## src/rtl/priv_trap_pkg.sv

```systemverilog
package priv_trap_pkg;

  localparam int OP_W = 4;

  typedef enum logic [OP_W-1:0] {
    OPC_ORDINARY  = 4'd0,
    OPC_ATTN      = 4'd1,
    OPC_READ_ST   = 4'd2,
    OPC_WRITE_ST  = 4'd3,
    OPC_WRITE_STD = 4'd4,
    OPC_RET_INT   = 4'd5,
    OPC_SPR_READ  = 4'd6,
    OPC_SPR_WRITE = 4'd7
  } opClass_e;

  // Strobes from the control half to the datapath half
  typedef struct packed {
    logic trap;
    logic causePriv;
    logic causeIll;
    logic commit;
  } trapStrobe_t;

endpackage

```

## src/rtl/priv_trap_ctrl.sv

```systemverilog
module priv_trap_ctrl
  import priv_trap_pkg::*;
(
  input  logic              clk,
  input  logic              rstN,
  input  logic              instValid,
  input  logic [OP_W-1:0]   opClass,
  input  logic              sprHigh,
  input  logic              illegal,
  input  logic              msrPr,
  output trapStrobe_t       strobe
);

  logic privOp;
  logic privFault;
  logic illFault;

  // Which operation classes need supervisor state
  always_comb begin
    unique case (opClass_e'(opClass))
      OPC_ATTN, OPC_READ_ST, OPC_WRITE_ST,
      OPC_WRITE_STD, OPC_RET_INT:      privOp = 1'b1;
      OPC_SPR_READ, OPC_SPR_WRITE:     privOp = sprHigh;
      default:                         privOp = 1'b0;
    endcase
  end

  assign privFault = instValid && privOp && msrPr;
  assign illFault  = instValid && illegal;

  // Privilege violation is checked first and wins the cause
  always_comb begin
    strobe.trap      = privFault || illFault;
    strobe.causePriv = privFault;
    strobe.causeIll  = illFault && !privFault;
    strobe.commit    = instValid && !(privFault || illFault);
  end

  AST_ILLEGAL_TRAPS: assert property (@(posedge clk) disable iff (!rstN)
    (instValid && illegal) |-> strobe.trap);

  AST_ONE_CAUSE: assert property (@(posedge clk) disable iff (!rstN)
    strobe.trap |-> ($countones({strobe.causePriv, strobe.causeIll}) == 1));

  AST_IDLE_QUIET: assert property (@(posedge clk) disable iff (!rstN)
    !instValid |-> (!strobe.trap && !strobe.commit));

  AST_SUPERVISOR_PASSES: assert property (@(posedge clk) disable iff (!rstN)
    (instValid && !msrPr && !illegal) |-> (strobe.commit && !strobe.trap));

endmodule

```

## src/rtl/priv_trap_dp.sv

```systemverilog
module priv_trap_dp
  import priv_trap_pkg::*;
#(
  parameter int          XLEN          = 64,
  parameter logic [63:0] VECTOR        = 64'h700,
  parameter int          CLR_N         = 15,
  parameter int          CLR_POS [CLR_N] = '{58, 59, 52, 55, 48, 62, 31, 38, 40, 49, 50, 61, 53, 54, 5},
  parameter int          SET_N         = 2,
  parameter int          SET_POS [SET_N] = '{0, 63},
  parameter int          PR_POS        = 49,
  parameter int          PRIV_CAUSE_POS = 44 + 1,
  parameter int          ILL_CAUSE_POS  = 44
)(
  input  logic            clk,
  input  logic            rstN,
  input  trapStrobe_t     strobe,
  input  logic [XLEN-1:0] curPc,
  input  logic [XLEN-1:0] seqNextPc,
  input  logic [XLEN-1:0] msrIn,
  output logic [XLEN-1:0] nextPc,
  output logic [XLEN-1:0] msrNext,
  output logic [XLEN-1:0] srr0,
  output logic [XLEN-1:0] srr1
);

  function automatic bit inClrList(int p);
    bit hit = 1'b0;
    for (int i = 0; i < CLR_N; i++) if (CLR_POS[i] == p) hit = 1'b1;
    return hit;
  endfunction

  function automatic bit inSetList(int p);
    bit hit = 1'b0;
    for (int i = 0; i < SET_N; i++) if (SET_POS[i] == p) hit = 1'b1;
    return hit;
  endfunction

  // Masks in data-bit order; position p maps to data bit XLEN-1-p
  logic [XLEN-1:0] clrMask, setMask, privMask, illMask, prMask;

  for (genvar gb = 0; gb < XLEN; gb++) begin : g_mask
    assign clrMask[gb]  = inClrList(XLEN - 1 - gb);
    assign setMask[gb]  = inSetList(XLEN - 1 - gb);
    assign privMask[gb] = ((XLEN - 1 - gb) == PRIV_CAUSE_POS);
    assign illMask[gb]  = ((XLEN - 1 - gb) == ILL_CAUSE_POS);
    assign prMask[gb]   = ((XLEN - 1 - gb) == PR_POS);
  end

  logic [XLEN-1:0] entryMsr;
  logic [XLEN-1:0] savedMsr;

  assign entryMsr = (msrIn & ~clrMask) | setMask;
  assign savedMsr = msrIn | (strobe.causePriv ? privMask : '0)
                          | (strobe.causeIll  ? illMask  : '0);

  assign nextPc  = strobe.trap ? VECTOR[XLEN-1:0] : seqNextPc;
  assign msrNext = strobe.trap ? entryMsr : msrIn;

  always_ff @(posedge clk) begin
    if (!rstN) begin
      srr0 <= '0;
      srr1 <= '0;
    end else if (strobe.trap) begin
      srr0 <= curPc;
      srr1 <= savedMsr;
    end
  end

  AST_SAVE_PC: assert property (@(posedge clk) disable iff (!rstN)
    strobe.trap |=> (srr0 == $past(curPc)));

  AST_SAVE_HOLD: assert property (@(posedge clk) disable iff (!rstN)
    !strobe.trap |=> ($stable(srr0) && $stable(srr1)));

  AST_ILL_CAUSE_SAVED: assert property (@(posedge clk) disable iff (!rstN)
    (strobe.trap && strobe.causeIll) |=> ((srr1 & illMask) != '0));

  AST_ENTRY_LEAVES_PROBLEM: assert property (@(posedge clk) disable iff (!rstN)
    strobe.trap |-> ((msrNext & prMask) == '0));

endmodule

```

## src/rtl/priv_trap_unit.sv

```systemverilog
module priv_trap_unit
  import priv_trap_pkg::*;
#(
  parameter int          XLEN           = 64,
  parameter logic [63:0] VECTOR         = 64'h700,
  parameter int          PR_POS         = 49,
  parameter int          PRIV_CAUSE_POS = 45,
  parameter int          ILL_CAUSE_POS  = 44
)(
  input  logic            clk,
  input  logic            rstN,
  input  logic            instValid,
  input  logic [3:0]      opClass,
  input  logic            sprHigh,
  input  logic            illegal,
  input  logic [XLEN-1:0] curPc,
  input  logic [XLEN-1:0] seqNextPc,
  input  logic [XLEN-1:0] msrIn,
  output logic            trapTaken,
  output logic            commitEn,
  output logic [XLEN-1:0] nextPc,
  output logic [XLEN-1:0] msrNext,
  output logic [XLEN-1:0] srr0,
  output logic [XLEN-1:0] srr1
);

  localparam int PR_IDX = XLEN - 1 - PR_POS;

  trapStrobe_t strobe;

  priv_trap_ctrl u_ctrl (
    .clk       (clk),
    .rstN      (rstN),
    .instValid (instValid),
    .opClass   (opClass),
    .sprHigh   (sprHigh),
    .illegal   (illegal),
    .msrPr     (msrIn[PR_IDX]),
    .strobe    (strobe)
  );

  priv_trap_dp #(
    .XLEN           (XLEN),
    .VECTOR         (VECTOR),
    .PR_POS         (PR_POS),
    .PRIV_CAUSE_POS (PRIV_CAUSE_POS),
    .ILL_CAUSE_POS  (ILL_CAUSE_POS)
  ) u_dp (
    .clk       (clk),
    .rstN      (rstN),
    .strobe    (strobe),
    .curPc     (curPc),
    .seqNextPc (seqNextPc),
    .msrIn     (msrIn),
    .nextPc    (nextPc),
    .msrNext   (msrNext),
    .srr0      (srr0),
    .srr1      (srr1)
  );

  assign trapTaken = strobe.trap;
  assign commitEn  = strobe.commit;

endmodule

```

## config.mk

```make
export PLATFORM = sky130hd
export DESIGN_NAME = priv_trap_unit
export DESIGN_NICKNAME = d
export VERILOG_FILES = /design/src/rtl/priv_trap_pkg.sv /design/src/rtl/priv_trap_ctrl.sv /design/src/rtl/priv_trap_dp.sv /design/src/rtl/priv_trap_unit.sv
export SDC_FILE = /design/constraint.sdc
export NUM_CORES = 1
export LEC_CHECK = 0
export ABC_CLOCK_PERIOD_IN_PS = 4650
export BUFFER_PORTS_ARGS = -buffer_cell sky130_fd_sc_hd__buf_2
export CELL_PAD_IN_SITES_DETAIL_PLACEMENT = 1
export CELL_PAD_IN_SITES_GLOBAL_PLACEMENT = 2
export CORE_AREA = 2 2 179 181
export CTS_CLUSTER_DIAMETER = 60
export CTS_CLUSTER_SIZE = 12
export DETAILED_ROUTE_END_ITERATION = 10
export DIE_AREA = 0 0 181 183
export PLACE_DENSITY = 0.72
export REMOVE_ABC_BUFFERS = 1
export SYNTH_ARGS = -nofsm -noshare
export SYNTH_HDL_FRONTEND = slang
export SYNTH_HIERARCHICAL = 1
export SYNTH_SLANG_ARGS = --single-unit
```

## constraint.sdc

```tcl
create_clock -name clk -period 4.65 [get_ports clk]
set_clock_uncertainty 0.15 [all_clocks]
set_input_delay 0.6975 -clock clk [delete_from_list [all_inputs] [get_ports clk]]
set_output_delay 0.6975 -clock clk [all_outputs]
set_load 0.05 [all_outputs]
```

==> results.yml <==
status:
  status: "finished clean"
yosys:
  avgSynthCellArea_um2: 10.5
  synthTopCellsByArea: "dfxtp_1, nor2b_1, mux2i_1"
  yosys.area.top_type_share: 0.430
  synth-seq-area-share: 0.430
  ys_seq_elements: 128
  netlist_instances: 565
  synth_top_cell_by_area: "dfxtp_1"
  netlist_area_um2: 5960
  yosysWarnings: 6
  ys_types: 22
pwr:
  p_leak_nw: 4.34
  power.total_w: 0.00353
  switching_share: 0.361
  p_sw_w: 0.00127
  p_int_w: 0.00225
  power_density_nw_per_um2: 406
  peakVddDrop_v: 0.000163
  pwr-share-clk: 0.371
  p_comb_frac: 0.289
  pwr-share-seq: 0.340
worst_setup_path:
  cp_slowest_cell: "buf_4"
  critPathCaptureType: "output port"
  arrival_ps: 2350
  cpMostUsedCell: "buf_2"
  path_class: "input pin to output port"
  slowest_delay_ps: 550
  required_ps: 3800
  cp_top_family: "buffers and inverters"
  crit_buf_inv: 3
  path_cells: "buf_2 -> nand3b_1 -> o31ai_4 -> buf_4 -> buf_2"
  worstPathMaxFanout: 39
  cp-start-kind: "input pin"
layout:
  utilization: 0.278
  final_cell_mix: "buf_2, nor2b_1, dfxtp_1"
  nets: 1164
  final_common_cell: "buf_2"
  area.growth.synth_to_final_pct: 45.7
  fillers: 3744
  antennaDiodeCount: 0
  drive_gt1_frac: 0.516
floorplan:
  initial_utilization: 0.191
  io_pins: 459
  die_area_um2: 33100
  core_area_um2: 31200
  die_h_um: 183
  die_w_um: 181
  num_rows: 65
global_routing:
  grt_pass1_wl_um: 31000
  grt_start_max_net_pins: 83
  antenna_found_initial: 0
  grt_pass1_vias: 5404
  grt.overflow.total: 0
  grt_usage: 0.122
cts:
  cts_max_level: 4
  cts_setup_buffers: 0
  clk_pin_slew_worst_paths_ps: 50
  numClockSinks: 128
  cts_tree: "yes"
  cts_resized: 0
  cts_inserted_buffers: 17
  cts_buffer_depth: 2
  cts-root-buf: "clkbuf_16"
  clk_latency_ps: 410
  cts.hold.buffers_added: 0
route:
  vias_per_cell: 3.83
  num_vias: 5266
  ant_nets: 0
  wire_per_inst_um: 15.3
  drc: 0
  drt_iter0_drc: 114
  drt_pass1_iterations: 4
  drt_wl_total_um: 21100
sta:
  max_freq_mhz: 312
  hold_viol_final: 0
  layout_min_cycle_time_ps: 3200
  max_slew_margin: 0.515
  slew_viol_final: 0
  rsz0062_at_grt: "no"
  fin_crit_sh: 0.688
  setup_viol: 0
  worstMarginPinSlew_ps: 728
  whs_ps: 362
worst_hold_path:
  hp-class: "flip-flop to flip-flop"
placement:
  hpwlAfterDp_um: 16700
  io_buffers: 458
  gp_congestion: 0.784
flow_run:
  maxCapViolCount: 0
[layout make-up]
type	instances	area, µm²	share of cell area
Multi-Input combinational cell	350	2680	0.309
Sequential cell	128	2560	0.295
Timing Repair Buffer	465	2360	0.272
Tap cell	402	503	0.0580
Clock buffer	19	453	0.0522
Clock inverter	11	116	0.0134
Inverter	1	3.75	0.000433
[registers in the layout, summed over array words and instances (netlist names)]
| signal | count |
|---|---|
| u_dp/srr0 | 64 |
| u_dp/srr1 | 64 |
[power by group through the flow]
stage	combinational, W	sequential, W	clock, W
2_1_floorplan	0.000554	0.00146	0
3_3_place_gp	0.00103	0.00122	0
3_5_place_dp	0.00103	0.00122	0
4_1_cts	0.00103	0.00120	0.00137
5_1_grt	0.00107	0.00121	0.00142
6_report	0.00102	0.00120	0.00131
[worst paths after layout]
| check | from | depth (start not counted) | end | slack [ps] |
|---|---|---|---|---|
| setup / recovery | opClass[3] | 5 | trapTaken | 1450 |
| hold / removal | u_dp/srr1[0] | 2 | u_dp/srr1[0] | 360 |
| setup reg to reg | u_dp/srr1[19] | 2 | u_dp/srr1[19] | 3840 |
| hold reg to reg | u_dp/srr1[0] | 2 | u_dp/srr1[0] | 360 |
[metrics by stage]
step           instance area [µm²]   TNS, ps  setup WS (ps)  cells
4_1_cts                       8680         0           1410   1376
3_5_place_dp                  8110         0           1360   1346
6_report                      8680         0           1450   1376
5_1_grt                       8680         0           1330   1376
2_1_floorplan                 5230  -3733570         -20490    479
3_3_place_gp                  8110         0           1380   1346
[worst reg2reg max path: cells and delay by family (launching register included)]
kind / cells / cell delay (ps)
flip-flops: 1 / 310
AO/OA/AOI/OAI: 2 / 210
[logic make-up (layout without fill, tap and decap cells)]
family,count (synthesis),in the layout,synth area share
multiplexers,126,126,0.212
AO/OA/AOI/OAI,7,7,0.00819
AND/OR/NAND/NOR,217,217,0.228
buffers and inverters,87,496,0.122
flip-flops,128,128,0.430
[routing by layer]
metal / wire [µm] / GRT usage / share of wire / vias up
met3: 1730 / 0.0373 / 0.082 / 14
met4: 258 / 0.0358 / 0.012 / 0
met2: 10800 / 0.221 / 0.51 / 249
met1: 8350 / 0.136 / 0.40 / 2431
li1: - / - / - / 2572
met5: 0 / 0 / 0 / -
[synthesized netlist by cell type (all sizes together)]
cell and instances:
a311oi 1, a21oi 2, buf 73, nor2 2
or3 1, dfxtp 128, nor3 2, nor2b 202
inv 1, or2 5, clkbuf 13, nand2 1
o21ai 2, nand3b 2, and3b 2, o31ai 1
mux2i 126, a31oi 1
No activity file was read; power rests on OpenSTA's default activity.
